### src/rtl/coproc_ctl_pkg.sv
package coproc_ctl_pkg;

  typedef enum logic [1:0] {
    CMD_CONFIG = 2'd0,
    CMD_WRITE  = 2'd1,
    CMD_READ   = 2'd2,
    CMD_NONE   = 2'd3
  } cmd_op_e;

  typedef enum logic [1:0] {
    FN_ADD    = 2'd0,
    FN_XOR    = 2'd1,
    FN_SUB    = 2'd2,
    FN_ROTADD = 2'd3
  } step_fn_e;

endpackage

### src/rtl/coproc_cfg_cache.sv
module coproc_cfg_cache #(
  parameter int WAYS = 4,
  parameter int ID_W = 4
) (
  input  logic            clk,
  input  logic            rst,
  input  logic            look_en,
  input  logic [ID_W-1:0] look_id,
  output logic            hit
);
  localparam int AGE_W = $clog2(WAYS);

  logic [ID_W-1:0]  id_q    [WAYS];
  logic [AGE_W-1:0] age_q   [WAYS];
  logic [WAYS-1:0]  valid_q;
  logic [WAYS-1:0]  match;
  logic [AGE_W-1:0] hit_way;
  logic [AGE_W-1:0] victim;
  logic [AGE_W-1:0] sel_way;
  logic [AGE_W-1:0] sel_age;

  genvar g;
  generate
    for (g = 0; g < WAYS; g++) begin : g_way
      assign match[g] = valid_q[g] && (id_q[g] == look_id);
    end
  endgenerate

  always_comb begin
    hit     = 1'b0;
    hit_way = '0;
    victim  = '0;
    for (int i = 0; i < WAYS; i++) begin
      if (match[i]) begin
        hit     = 1'b1;
        hit_way = AGE_W'(i);
      end
      if (age_q[i] == AGE_W'(WAYS - 1)) victim = AGE_W'(i);
    end
    sel_way = hit ? hit_way : victim;
    sel_age = age_q[sel_way];
  end

  // Ages form a permutation; empty slots always hold the oldest ages,
  // so the oldest slot is both the fill target and the eviction target.
  always_ff @(posedge clk) begin
    if (rst) begin
      valid_q <= '0;
      for (int i = 0; i < WAYS; i++) begin
        id_q[i]  <= '0;
        age_q[i] <= AGE_W'(WAYS - 1 - i);
      end
    end else if (look_en) begin
      for (int i = 0; i < WAYS; i++) begin
        if (AGE_W'(i) == sel_way) begin
          age_q[i]   <= '0;
          valid_q[i] <= 1'b1;
          id_q[i]    <= look_id;
        end else if (age_q[i] < sel_age) begin
          age_q[i] <= age_q[i] + 1'b1;
        end
      end
    end
  end

endmodule

### src/rtl/coproc_reload_timer.sv
module coproc_reload_timer #(
  parameter int RELOAD_CYC = 16
) (
  input  logic clk,
  input  logic rst,
  input  logic start,
  output logic busy,
  output logic busy_next
);
  localparam int CNT_W = $clog2(RELOAD_CYC + 1);

  logic [CNT_W-1:0] cnt_q;

  assign busy      = (cnt_q != '0);
  assign busy_next = start || (cnt_q > CNT_W'(1));

  always_ff @(posedge clk) begin
    if (rst)           cnt_q <= '0;
    else if (start)    cnt_q <= CNT_W'(RELOAD_CYC);
    else if (busy)     cnt_q <= cnt_q - 1'b1;
  end

endmodule

### src/rtl/coproc_op_engine.sv
module coproc_op_engine
  import coproc_ctl_pkg::*;
#(
  parameter int DATA_W = 16,
  parameter int LEN_W  = 8
) (
  input  logic              clk,
  input  logic              rst,
  input  logic              load_a,
  input  logic              launch,
  input  logic [DATA_W-1:0] wdata,
  input  logic [LEN_W-1:0]  len,
  input  logic [1:0]        fsel,
  output logic              running,
  output logic              run_next,
  output logic [DATA_W-1:0] acc
);
  logic [DATA_W-1:0] opa_q, opb_q, acc_q;
  logic [LEN_W-1:0]  cnt_q;

  function automatic logic [DATA_W-1:0] step(
    input logic [DATA_W-1:0] a, input logic [DATA_W-1:0] b, input logic [1:0] f);
    case (step_fn_e'(f))
      FN_ADD:  step = a + b;
      FN_XOR:  step = a ^ b;
      FN_SUB:  step = a - b;
      default: step = {a[DATA_W-2:0], a[DATA_W-1]} + b;
    endcase
  endfunction

  assign running  = (cnt_q != '0);
  assign run_next = launch ? (len != '0) : (cnt_q > LEN_W'(1));
  assign acc      = acc_q;

  always_ff @(posedge clk) begin
    if (rst) begin
      opa_q <= '0;
      opb_q <= '0;
      acc_q <= '0;
      cnt_q <= '0;
    end else begin
      if (load_a) opa_q <= wdata;
      if (launch) begin
        opb_q <= wdata;
        acc_q <= opa_q;
        cnt_q <= len;
      end else if (running) begin
        acc_q <= step(acc_q, opb_q, fsel);
        cnt_q <= cnt_q - 1'b1;
      end
    end
  end

endmodule

### src/rtl/coproc_ctl.sv
module coproc_ctl
  import coproc_ctl_pkg::*;
#(
  parameter int DATA_W     = 16,
  parameter int ID_W       = 4,
  parameter int LEN_W      = 8,
  parameter int WAYS       = 4,
  parameter int RELOAD_CYC = 16
) (
  input  logic              clk,
  input  logic              rst,
  input  logic              cmd_valid,
  input  logic [1:0]        cmd_op,
  input  logic              cmd_slot,
  input  logic [ID_W-1:0]   cmd_id,
  input  logic [DATA_W-1:0] cmd_data,
  input  logic [LEN_W-1:0]  cmd_len,
  output logic              stall,
  output logic              cfg_hit,
  output logic              cfg_miss,
  output logic              cfg_err,
  output logic [ID_W-1:0]   cur_cfg,
  output logic              rd_valid,
  output logic [DATA_W-1:0] rd_data
);
  logic is_cfg, is_wr, is_rd, busy;
  logic cfg_ok, cfg_rej, load_a, launch;
  logic hit, rl_busy, rl_busy_next, eng_run, eng_run_next;
  logic [DATA_W-1:0] acc;
  logic rd_pend_q;
  logic stall_q, hit_q, miss_q, err_q, rdv_q;
  logic [ID_W-1:0]   cfg_q;
  logic [DATA_W-1:0] rdd_q;

  assign is_cfg  = cmd_valid && (cmd_op_e'(cmd_op) == CMD_CONFIG);
  assign is_wr   = cmd_valid && (cmd_op_e'(cmd_op) == CMD_WRITE);
  assign is_rd   = cmd_valid && (cmd_op_e'(cmd_op) == CMD_READ);
  assign busy    = eng_run || rl_busy;
  assign cfg_ok  = is_cfg && !busy;
  assign cfg_rej = is_cfg && busy;
  assign load_a  = is_wr && !busy && !cmd_slot;
  assign launch  = is_wr && !busy && cmd_slot;

  coproc_cfg_cache #(.WAYS(WAYS), .ID_W(ID_W)) u_cache (
    .clk(clk), .rst(rst), .look_en(cfg_ok), .look_id(cmd_id), .hit(hit)
  );

  coproc_reload_timer #(.RELOAD_CYC(RELOAD_CYC)) u_reload (
    .clk(clk), .rst(rst), .start(cfg_ok && !hit),
    .busy(rl_busy), .busy_next(rl_busy_next)
  );

  coproc_op_engine #(.DATA_W(DATA_W), .LEN_W(LEN_W)) u_engine (
    .clk(clk), .rst(rst), .load_a(load_a), .launch(launch),
    .wdata(cmd_data), .len(cmd_len), .fsel(cfg_q[1:0]),
    .running(eng_run), .run_next(eng_run_next), .acc(acc)
  );

  always_ff @(posedge clk) begin
    if (rst) begin
      stall_q   <= 1'b0;
      hit_q     <= 1'b0;
      miss_q    <= 1'b0;
      err_q     <= 1'b0;
      cfg_q     <= '0;
      rd_pend_q <= 1'b0;
      rdv_q     <= 1'b0;
      rdd_q     <= '0;
    end else begin
      stall_q <= eng_run_next || rl_busy_next;
      hit_q   <= cfg_ok && hit;
      miss_q  <= cfg_ok && !hit;
      err_q   <= cfg_rej;
      if (cfg_ok) cfg_q <= cmd_id;
      rdv_q <= 1'b0;
      if (!busy && (is_rd || rd_pend_q)) begin
        rdv_q     <= 1'b1;
        rdd_q     <= acc;
        rd_pend_q <= 1'b0;
      end else if (is_rd) begin
        rd_pend_q <= 1'b1;
      end
    end
  end

  assign stall    = stall_q;
  assign cfg_hit  = hit_q;
  assign cfg_miss = miss_q;
  assign cfg_err  = err_q;
  assign cur_cfg  = cfg_q;
  assign rd_valid = rdv_q;
  assign rd_data  = rdd_q;

endmodule

### config.mk
export PLATFORM = sky130hd
export DESIGN_NAME = coproc_ctl
export DESIGN_NICKNAME = d
export VERILOG_FILES = /design/src/rtl/coproc_ctl_pkg.sv /design/src/rtl/coproc_cfg_cache.sv /design/src/rtl/coproc_reload_timer.sv /design/src/rtl/coproc_op_engine.sv /design/src/rtl/coproc_ctl.sv
export SDC_FILE = /design/constraint.sdc
export NUM_CORES = 1
export LEC_CHECK = 0
export ABC_CLOCK_PERIOD_IN_PS = 4500
export BUFFER_PORTS_ARGS = -buffer_cell sky130_fd_sc_hd__buf_2
export CAP_MARGIN = 40
export CORE_MARGIN = 3
export CORE_UTILIZATION = 50
export DETAILED_ROUTE_END_ITERATION = 6
export PLACE_DENSITY = 0.68
export SYNTH_ARGS = -nofsm -noshare
export SYNTH_HDL_FRONTEND = slang
export SYNTH_SLANG_ARGS = --single-unit
### constraint.sdc
create_clock -name clk -period 4.5 [get_ports clk]
set_clock_uncertainty 0.1 [all_clocks]
set_input_delay 0.45 -clock clk [delete_from_list [all_inputs] [get_ports clk]]
set_output_delay 0.45 -clock clk [all_outputs]
set_load 0.005 [all_outputs]
==> flow_summary.json <==
{
  "outcome": "complete, no violations",
  "nNetsFinal": 987,
  "yosysWarnings": 0,
  "tns_ns": 0,
  "clock-sinks": 115,
  "cts_tree": "yes",
  "worst_slew_pin_slew_ns": 0.751,
  "cts.path.max_buffers": 2,
  "antenna_found_initial": 0,
  "async_reset_ff_share_pct": 0,
  "final.period_utilization_pct": 86.1,
  "grt_remaining_overflow": 0,
  "coreArea_um2": 14000,
  "drc": 0,
  "syn_nets": 946,
  "leakage_uw": 0.00353,
  "root_buffer": "clkbuf_16",
  "clkTransAtPathRegs_ns": 0.06,
  "hold_viol_final": 0,
  "detail_route.wl_per_cell_um": 17.4,
  "die_y_um": 127,
  "die_x_um": 127,
  "reg2reg_depth": 13,
  "pin_count": 59,
  "dpl.hpwl_um": 13500,
  "r2r_start": "cur_cfg[1]$_SDFFE_PP0P_",
  "grt_pass1_wl_um": 31800,
  "insertion_delay_ns": 0.43,
  "ys_seq_elements": 115,
  "slew_violations": 0,
  "syn_area_um2": 7270,
  "crit_path_end_kind": "flop",
  "fp.dieArea_um2": 16000,
  "synth_commonest_cells": "105 x nand2_1, 91 x dfxtp_1, 81 x a21oi_1",
  "routed_wl_um": 19200,
  "timing.rr.end": "u_engine.acc[15]$_SDFFE_PP0P_",
  "first_pass_iters": 5,
  "synth_edf_count": 24,
  "setup_viol_count_final": 0,
  "worstSetupPathType": "reg2reg",
  "first_iter_violations": 484,
  "cts_max_level": 4,
  "grt_max_degree": 62,
  "place.gp.congestion": 0.907,
  "num-fill-cells": 1286,
  "regToRegSetupSlack_ns": 0.63,
  "hold_buffers": 0,
  "layout-drive-gt1-share_pct": 13.1,
  "synth_area_leaders": "dfxtp_1 25%, edfxtp_1 9.9%, ha_1 6.7%, mux2i_1 5.8%, a21oi_1 5.6%",
  "ant_nets": 0,
  "cts-resized-gates": 0,
  "crit_end": "u_engine.acc[15]$_SDFFE_PP0P_",
  "vdd_ir_drop_max_uv": 404,
  "rsz0062_at_grt": "false",
  "fin_crit_ns": 3.87,
  "ys.flop_type": "dfxtp_1",
  "yosysMostFrequentCell": "nand2_1",
  "postCtsSetupBuffers": 0,
  "viasPerCell": 5.85,
  "required_ns": 4.73,
  "rows": 43,
  "io_buffers": 58,
  "hold_slack_ns": 0.167,
  "numCtsBuffers": 17,
  "hold_path.class": "in2reg",
  "gr-usage-all-layers_pct": 24.4,
  "slew_headroom_pct": 49.8,
  "via_count": 6469,
  "synth.largest_area_cell": "dfxtp_1",
  "yosysSeqAreaShare_pct": 35.0,
  "start_util_pct": 51.7,
  "cp.arrival_ns": 4.10,
  "cp_max_fo": 11,
  "start_kind": "flop",
  "synth_top_area_share_pct": 25.1,
  "syn_area_per_cell_um2": 8.34,
  "postSynthCellCount": 871,
  "crit_start": "cur_cfg[1]$_SDFFE_PP0P_",
  "antenna_cells": 0,
  "synth_cell_types": 68,
  "fmax_mhz": 258,
  "power-per-cell-area_nw_per_um2": 556,
  "drv_cap": 0,
  "grt_pass1_vias": 6216,
  "syn2layout_area_growth_pct": 14.4
}
[sequential cells by signal, summed over array words and instances (netlist names)]
signal           flops
rd_data             16
u_cache.id_q        16
u_engine.acc        16
u_engine.opa_q      16
u_engine.opb_q      16
u_cache.age_q        8
u_engine.cnt_q       8
u_reload.cnt_q       5
cur_cfg              4
u_cache.valid_q      4
cfg_err              1
cfg_hit              1
cfg_miss             1
rd_pend_q            1
rd_valid             1
stall                1
[worst max-delay path, cell delays in order (launching register included)]
cell      delay [ns]
dfxtp_1         0.57
inv_1           0.15
nor2_1          0.44
a31oi_1         0.16
xnor2_1         0.17
ha_1            0.41
a21o_1          0.21
nor3_1          0.06
a21o_1          0.23
o21ai_0         0.48
a41oi_1         0.22
nor4b_1         0.27
a21oi_1         0.07
a221oi_1        0.24
[stage by stage]
| stage | util [%] | worst slack, ns | cell area, µm² | power [µW] | instances |
|---|---|---|---|---|---|
| finish | 59.2 | 0.627 | 8310 | 4620 | 1105 |
| global placement | 54.5 | 0.881 | 7650 | 3150 | 1072 |
| global route | 59.2 | 0.176 | 8310 | 4940 | 1105 |
| CTS | 59.2 | 0.669 | 8310 | 4620 | 1105 |
| floorplan | - | 1.32 | 7270 | 2750 | 871 |
| detailed placement | 54.7 | 0.687 | 7680 | 3170 | 1073 |
[cell usage in the layout, fill, tap and decap left out, types with 9 or more instances in the layout]
cell type  instances
inv_1             26
a21oi_1           81
ha_1              39
buf_2             57
nor3_1            25
and3_1            21
nand2_1          105
clkbuf_16         20
mux2i_1           42
a21o_1            11
a211oi_1          16
o21ai_0           43
nand3_1           15
nand2b_1           9
xnor2_1           33
o211ai_1           9
dfxtp_1           91
nor2_1            78
buf_4             12
nor4_1            11
xor2_1            35
edfxtp_1          24
[layout make-up]
class,count,area [µm²],area share (%)
Multi-Input combinational cell,681,4410,53.0
Sequential cell,115,2540,30.6
Clock buffer,26,553,6.65
Timing Repair Buffer,70,403,4.85
Tap cell,180,225,2.71
Inverter,27,101,1.22
Clock inverter,6,83.8,1.01
[kinds of logic (layout without fill, tap and decap cells)]
logic type               count (synthesis)  after routing  share of synthesized area [%]
flip-flops                             115            115                           35.0
buffers and inverters                   75            129                           4.41
AND/OR/NAND/NOR                        310            310                           20.2
XOR/XNOR                                68             68                           8.20
adder cells (fa/ha/maj)                 43             43                           7.56
AO/OA/AOI/OAI                          213            213                           18.0
multiplexers                            47             47                           6.56
[routing by layer]
metal / wire (µm) / track usage [%] / share of wire [%]
met5: 0 / 0 / 0
met4: 357 / 7.76 / 1.9
met3: 979 / 5.26 / 5.1
met2: 8740 / 37.8 / 45
met1: 9130 / 34.0 / 48
[power by group]
part / total [µW] / switching (µW) / internal [µW]
combinational: 1840 / 1050 / 787
clock: 1440 / 483 / 957
sequential: 1350 / 166 / 1180
total: 4620 / 1700 / 2930
[worst min-delay path by stage]
stage / from / end / slack (ns) / cells past startpoint
5_1_grt: cmd_data[7] / u_engine.opb_q[7]$_SDFFE_PP0P_ / 0.19 / 3
3_3_place_gp: rd_data[15]$_SDFFE_PP0P_ / rd_data[15]$_SDFFE_PP0P_ / 0.34 / 2
6_report: cmd_data[7] / u_engine.opb_q[7]$_SDFFE_PP0P_ / 0.17 / 3
3_5_place_dp: rd_data[9]$_SDFFE_PP0P_ / rd_data[9]$_SDFFE_PP0P_ / 0.34 / 2
4_1_cts: cmd_data[7] / u_engine.opb_q[7]$_SDFFE_PP0P_ / 0.16 / 3
2_1_floorplan: u_cache.valid_q[0]$_SDFFE_PP0P_ / u_cache.valid_q[0]$_SDFFE_PP0P_ / 0.33 / 1
Power figures use the tool's default switching activity.
